<file path="config.mk">
export PLATFORM = sky130hd
export DESIGN_NAME = uart_tx_fc
export DESIGN_NICKNAME = d
export VERILOG_FILES = /design/src/rtl/uart_tx_fc.sv
export SDC_FILE = /design/constraint.sdc
export NUM_CORES = 1
export LEC_CHECK = 0
export ABC_CLOCK_PERIOD_IN_PS = 2600
export BUFFER_PORTS_ARGS = -buffer_cell sky130_fd_sc_hd__buf_2
export CAP_MARGIN = 20
export CORE_MARGIN = 4
export CORE_UTILIZATION = 30
export DETAILED_ROUTE_END_ITERATION = 6
export SLEW_MARGIN = 20
export SYNTH_ARGS = -nofsm -noshare
export SYNTH_HDL_FRONTEND = slang
export SYNTH_SLANG_ARGS = --single-unit
export TNS_END_PERCENT = 10
</file>
<file path="constraint.sdc">
create_clock -name clk -period 2.6 [get_ports clk]
set_input_delay 0.52 -clock clk [delete_from_list [all_inputs] [get_ports clk]]
set_output_delay 0.52 -clock clk [all_outputs]
set_load 0.03 [all_outputs]
</file>
<file path="src/rtl/uart_tx_fc.sv">
module uart_tx_fc #(
  parameter int DIV_W  = 16,
  parameter int CODE_W = 3
) (
  input  logic              clk,
  input  logic              rst_n,
  input  logic              enable,
  input  logic              rest_level,
  input  logic [DIV_W-1:0]  bit_div,
  input  logic              len7,
  input  logic              par_on,
  input  logic [1:0]        par_kind,
  input  logic              stop2,
  input  logic              cts_gate,
  input  logic              cts_n,
  input  logic              rts_auto,
  input  logic [CODE_W-1:0] rts_code,
  input  logic              xoff_set,
  input  logic              xoff_clr,
  input  logic [7:0]        in_data,
  input  logic              in_valid,
  output logic              in_ready,
  output logic              txd,
  output logic              rts_n,
  output logic              hold_empty,
  output logic              line_idle,
  output logic              xoff_paused
);
  localparam int FW = 12;
  localparam int RW = DIV_W + CODE_W + 5;

  logic              hold_full;
  logic [7:0]        hold_q;
  logic              busy;
  logic [FW-1:0]     sh;
  logic [3:0]        left;
  logic [DIV_W-1:0]  cnt;
  logic              rts_q;
  logic [RW-1:0]     rts_left;
  logic              paused;
  logic              pbit;
  logic [FW-1:0]     frame;

  wire [DIV_W-1:0] last   = (bit_div == '0) ? DIV_W'(1) : bit_div;
  wire             tick   = busy && (cnt == last);
  wire             fin    = tick && (left == 4'd1);
  wire             cts_ok = !cts_gate || !cts_n;
  wire             may_go = enable && hold_full && !busy && !paused && cts_ok;
  wire             start  = may_go && (!rts_auto || !rts_q);
  wire             dxor   = len7 ? ^hold_q[6:0] : ^hold_q;
  wire [3:0]       nbits  = 4'd1 + (len7 ? 4'd7 : 4'd8) + {3'b000, par_on} + (stop2 ? 4'd2 : 4'd1);
  wire [RW-1:0]    hold_cycles = (RW'(rts_code) + RW'(1)) * RW'(5) * (RW'(last) + RW'(1));

  always_comb begin
    case (par_kind)
      2'd0:    pbit = dxor;
      2'd1:    pbit = ~dxor;
      2'd2:    pbit = 1'b1;
      default: pbit = 1'b0;
    endcase
    frame    = '1;
    frame[0] = 1'b0;
    if (len7) begin
      frame[7:1] = hold_q[6:0];
      if (par_on) frame[8] = pbit;
    end else begin
      frame[8:1] = hold_q;
      if (par_on) frame[9] = pbit;
    end
  end

  assign in_ready    = !hold_full || start;
  assign hold_empty  = !hold_full;
  assign line_idle   = !busy;
  assign xoff_paused = paused;
  assign rts_n       = rts_auto ? rts_q : 1'b1;
  assign txd         = enable ? (busy ? sh[0] : 1'b1) : rest_level;

  always_ff @(posedge clk or negedge rst_n) begin
    if (!rst_n) begin
      hold_full <= 1'b0;
      hold_q    <= '0;
      busy      <= 1'b0;
      sh        <= '1;
      left      <= '0;
      cnt       <= '0;
      rts_q     <= 1'b1;
      rts_left  <= '0;
      paused    <= 1'b0;
    end else begin
      if (start) hold_full <= 1'b0;
      if (in_valid && in_ready) begin
        hold_full <= 1'b1;
        hold_q    <= in_data;
      end

      if (xoff_clr)      paused <= 1'b0;
      else if (xoff_set) paused <= 1'b1;

      if (!enable) begin
        busy <= 1'b0;
        cnt  <= '0;
      end else if (start) begin
        busy <= 1'b1;
        sh   <= frame;
        left <= nbits;
        cnt  <= '0;
      end else if (tick) begin
        cnt  <= '0;
        sh   <= {1'b1, sh[FW-1:1]};
        left <= left - 4'd1;
        if (left == 4'd1) busy <= 1'b0;
      end else if (busy) begin
        cnt <= cnt + DIV_W'(1);
      end

      if (!enable || !rts_auto) begin
        rts_q    <= 1'b1;
        rts_left <= '0;
      end else begin
        if (may_go && rts_q) rts_q <= 1'b0;
        if (start) rts_left <= '0;
        else if (fin) rts_left <= hold_cycles;
        else if (rts_left != '0) begin
          rts_left <= rts_left - RW'(1);
          if (rts_left == RW'(1)) rts_q <= 1'b1;
        end
      end
    end
  end

  a_r1_start_low: assert property (@(posedge clk) disable iff (!rst_n)
    (enable && $rose(busy)) |-> !txd);
  a_r6_cts_blocks: assert property (@(posedge clk) disable iff (!rst_n)
    (cts_gate && cts_n && !busy) |=> !busy);
  a_r9_xoff_blocks: assert property (@(posedge clk) disable iff (!rst_n)
    (paused && !busy) |=> !busy);
  a_r7_rts_before_start: assert property (@(posedge clk) disable iff (!rst_n)
    (rts_auto && $past(rts_auto) && $past(enable) && $rose(busy)) |-> !rts_n);
  a_r5_accept_fills: assert property (@(posedge clk) disable iff (!rst_n)
    (in_valid && in_ready) |=> !hold_empty);
  a_r8_disable_idle: assert property (@(posedge clk) disable iff (!rst_n)
    !enable |=> line_idle);
endmodule

</file>
## Yosys cells after proc, flatten, opt, wreduce, memory -nomap -nowiden

Index checks and enable logic that the tools add are counted.

- Output and inout port bits: 6
- Logic and storage cells: 97
- Bits of input ports: 42
- Register bits after elaboration: 68

- Add/sub/neg operators: 8
- Multipliers: 2
- Bitwise logic cells: 1
- Equality and inequality tests: 8
- Muxes and demuxes: 37
- Reductions and logical operators: 32

Operators with widths:

| kind | count |
|---|---|
| 24-bit two-way mux | 4 |
| 16-bit two-way mux | 5 |
| 24-bit by 1-bit equality test with 1-bit output (second input constant) | 1 |
| 7-bit by 17-bit multiplier with 24-bit output | 1 |
| 12-bit two-way mux | 2 |
| 24-bit nonzero test | 1 |
| 24-bit by 1-bit subtractor with 24-bit output (second input constant) | 1 |
| 1-bit two-way mux | 20 |
| 16-bit by 1-bit adder with 17-bit output (second input constant) | 1 |
| 16-bit by 1-bit adder with 16-bit output (second input constant) | 1 |
| 16-bit equality test | 1 |
| 16-bit zero test | 1 |
| 4-bit two-way mux | 3 |
| 1-bit logical AND | 9 |
| 1-bit zero test | 8 |
| 8-bit two-way mux | 1 |
| 8-bit parity | 1 |
| 4-bit by 3-bit multiplier with 7-bit output (second input constant) | 1 |
| 7-bit parity | 1 |
| 3-bit by 1-bit inequality test with 1-bit output (second input constant) | 2 |
| 2-bit nonzero test | 3 |
| 1-bit by 4-bit adder with 4-bit output (first input constant) | 1 |
| 3-bit by 1-bit adder with 4-bit output (second input constant) | 1 |
| 4-bit by 1-bit adder with 4-bit output | 1 |
| other kinds (13) | 17 |

## Logic depth before layout (Yosys ltp)

- Depth in word-level cells: 11
- Gate-level depth with buffers: 25

## Worst setup path before layout

No wires, ideal clock.

- Path kind: input-to-reg
- Start: input port rts_code[0]
- End: register rts_left[23]
- Data required time: 2.504 ns
- Stages on the path: 22
- Arrival time: 6.602 ns
- Setup slack: -4.098 ns
- Path through: ha_1 ha_1 ha_1 fa_1 xor2_1 clkbuf_1 nor2_1 fa_1 fa_1 fa_1 inv_1 fa_1 inv_1 ha_1 or2_2 a2111oi_1 o31a_1 o31ai_1 o21a_1 o21ai_0 a21oi_1 a311oi_2

- Cells in the longest elaborated chain, start to end: 6

RTL lines:

| item | line | RTL |
|---|---|---|
| from (decl) | 17 | `input logic [CODE_W-1:0] rts_code,` |
| 3-bit by 1-bit adder with 4-bit output | 52 | `wire [RW-1:0] hold_cycles = (RW'(rts_code) + RW'(1)) * RW'(5) * (RW'(last) + RW'(1));` |
| 4-bit by 3-bit multiplier with 7-bit output | 52 |  |
| 7-bit by 17-bit multiplier with 24-bit output | 52 |  |
| 24-bit two-way mux | 123 | `else if (fin) rts_left <= hold_cycles;` |
| 24-bit two-way mux | 122 | `if (start) rts_left <= '0;` |
| 24-bit two-way mux | 117 | `if (!enable \|\| !rts_auto) begin` |
| to (signal assigned) | 123 |  |
| to (signal assigned) | 125 | `rts_left <= rts_left - RW'(1);` |
| to (decl) | 39 | `logic [RW-1:0] rts_left;` |

No other way between the ends.
A chain may end at the register's enable or synchronous reset.

## Worst setup path in the final report

- Start: input port rts_code[1]
- End: register rts_left[21]

Same word-level chain as after synthesis.

==> reports/metrics.cfg <==
[critical_path]
endpoint_kind = flop
r2r_end = rts_left[23]
crit_type = in2reg
r2r_slack_ns = -0.13
r2r_start = rts_left[10]
crit_path_start_kind = primary input
rr_worst_depth = 9
cp.arrival_ns = 6.00
path_max_fanout = 5
critical_path_required_ns = 2.83
cp-startpoint = rts_code[1]

[status]
status = finished with violations
violations = negative setup slack

[routing]
drt_iter0_drc = 241
wire_per_inst_um = 13.5
via_count = 6696
routed_wl_um = 19300
via_per_inst = 4.67
first_pass_iters = 5
drc = 0
ant_nets = 0

[cts]
tritoncts = yes
cts_buffers = 9
clockBufferDepth = 2
h-tree-depth = 3
cts.sinks = 66
clk_transition_reported_paths_ns = 0.06
cts_root_buffer = clkbuf_16
clk_latency_ns = 0.34

[global_route]
grt_pass1_vias = 7131
grt_start_max_net_pins = 25
use_met1 = 0.194
busiest_layer = met2
met3_usage = 0.0217
grt_pass1_wl_um = 34300
overflow = 0
antenna_found_initial = 0
use_met2 = 0.246
grt_usage = 0.143

[logic_synthesis]
synth_compound_area_frac = 0.0888
yosysUniqueCellTypes = 61
synth_simple_gate_area_frac = 0.220
yosysTopAreaCellShare = 0.195
yosys_warnings = 0
yosysSeqAreaShare = 0.213
syn_area_mm2 = 0.00781
yosys-top-cells-area = fa_1 (19%), dfrtp_1 (18%), ha_1 (9.1%)
ys_seq_elements = 66
synth-adder-area-share = 0.286
yosys_most_used_dff = dfrtp_1
synthMuxAreaShare = 0.0245
synth_top_area_cell = fa_1
synth_edf_count = 0
postSynthAreaPerCell_um2 = 8.75
async_reset_ff_frac = 1.00
syn_inst = 892
synth_top_family_by_area = adder cells
syn_nets = 1067
synth_xor_area_frac = 0.103

[timing]
period_needed_ns = 5.77
hold_viol = 0
final-setup-viol-count = 24
rsz0062_at_grt = true
fmax_mhz = 173
worst_pin_slew_ns = 0.631
final_max_slew_viol_count = 0
fin_hold_ws_ns = 0.121
setup_ws_ns = -3.17
finClkSkew_ns = 0.0104
tns_ns = -54.74
timing.final.crit_share = 2.22
max_slew_margin = 0.578

[floorplan]
coreArea_mm2 = 0.0254
die_y_um = 169
ios = 48
die_w_um = 169
rows = 58
start_util = 0.307
die_area_mm2 = 0.0287

[pwr]
p_leak_nw = 5.04
ir_drop_v = 0.000643
power.density_mw_per_mm2 = 1040

[placement]
io_buffer_count = 47
place_hpwl_um = 15900
dp_slack_ns = -3.59
routabilityCongestion = 0.827

[final_layout]
syn_to_final_growth_pct = 36.3
fin_util = 0.419
num_antenna_cells = 0
drive_above_1_share = 0.351
fin_nets = 1274

[hold_path]
hp-class = in2async

[job]
maxCapViolations = 0

## power breakdown
part | total, W | switching [W] | internal [W]
sequential | 0.00156 | 0.000231 | 0.00133
clock | 0.00133 | 0.000489 | 0.000841
combinational | 0.00813 | 0.00391 | 0.00422
## cells in the mapped netlist, drive strengths merged, types with 3 or more instances
library cell  number
nor3              16
a21o               4
dfstp             11
and2              11
fa                76
xor2              39
nor2b             22
nand2b            20
a21oi             32
o21ai             31
nor2             140
buf                7
mux2i              9
mux2               9
o21bai             3
xnor2             50
a211oi            16
nand4             13
a311oi             4
inv              101
and4               3
nor4              17
nand2             51
and3               6
or3                7
or2               22
a2111oi            3
nand3             13
clkbuf            21
ha                57
dfrtp             55
## stage by stage
step	instance area (um2)	total power (W)	instances
CTS	10400	0.0106	1428
global placement	9920	0.00887	1407
detailed placement	9920	0.00897	1407
global route	10600	0.0122	1434
floorplan	8140	0.00650	892
finish	10600	0.0110	1434
## final cells by class
cell class	count	area, um2
multi-input cells	696	6210
clock inverters	6	88.8
flip-flops and latches	66	1670
fillers	2521	14800
well taps	330	413
repair buffers	224	1650
inverters	102	387
clock buffers	10	229
## worst max-delay path: stages
cell and delay (ns):
buf_6 0.10, ha_4 0.24, ha_4 0.24, ha_4 0.16
fa_2 0.40, xor2_4 0.18, buf_6 0.14, buf_6 0.11
nor2_4 0.07, fa_1 0.45, fa_1 0.52, fa_1 0.54
inv_2 0.04, fa_1 0.51, inv_2 0.05, ha_4 0.27
buf_6 0.10, o21a_1 0.11, nor2_1 0.05, o31a_1 0.34
o31ai_2 0.26, o21a_1 0.20, nor2_1 0.07, xnor2_1 0.12
a31o_1 0.21
## flip-flops by register name, summed over array words and instances (netlist names)
register     count
busy             1
cnt             16
hold_full        1
hold_q           8
left             4
rts_left        24
rts_q            1
sh              10
xoff_paused      1
## metal layers
| metal | up-vias | part of all wire |
|---|---|---|
| met2 | 81 | 0.49 |
| met4 | 0 | 0.0097 |
| li1 | 3322 | - |
| met3 | 16 | 0.029 |
| met1 | 3277 | 0.47 |
| met5 | - | 0 |
## logic make-up (layout without fill, tap and decap cells)
group           count (synthesis)  count (layout)
simple gates                  347             347
fa+ha+maj                     133             133
buf+inv                       130             342
compound gates                108             108
xor+xnor                       90              90
flops                          66              66
mux                            18              18
## repair_timing
item | in CTS | in global routing
pin swaps | 22 | 20
buffers inserted | 5 | 6
endpoints found under the setup margin | 25 | 38
gates resized for setup | 39 | 46
hold buffers | 0 | 0
## placed cells by master, fill, tap and decap left out, types with 6 or more instances in the layout
cell       netlist  final
xnor2_1         50     45
nor2_1         139    128
a21oi_1         32     25
buf_6            0      8
inv_1          101     91
nor2b_4          0      6
buf_4            2    166
or3_1            6      6
o21ai_2          0      6
a21oi_2          0      7
dfrtp_1         55     55
or2_2           20     19
ha_1            57     46
mux2_2           9      9
nor2b_1         22     12
nand3_1         13     11
nand2b_1        20     19
clkbuf_16        0      9
nor2_2           1      9
a211oi_1        15     11
nand4_1         13     13
nor3_1          14     11
dfstp_2         11     11
xor2_1          39     36
inv_2            0     10
mux2i_1          9      9
o21ai_1          3     10
ha_4             0     10
nor4_1          15     11
nand2_1         51     50
o21ai_0         28     15
buf_2            5     45
and2_1          11     10
fa_1            76     71
## worst max-delay path by stage
| stage | to | slack (ns) |
|---|---|---|
| global route | rts_left[21] | -3.36 |
| global placement | rts_left[22] | -3.48 |
| floorplan | rts_left[23] | -3.14 |
| detailed placement | rts_left[22] | -3.59 |
| CTS | rts_left[21] | -3.14 |
| finish | rts_left[21] | -3.17 |
(Power assumes the default switching activity.)
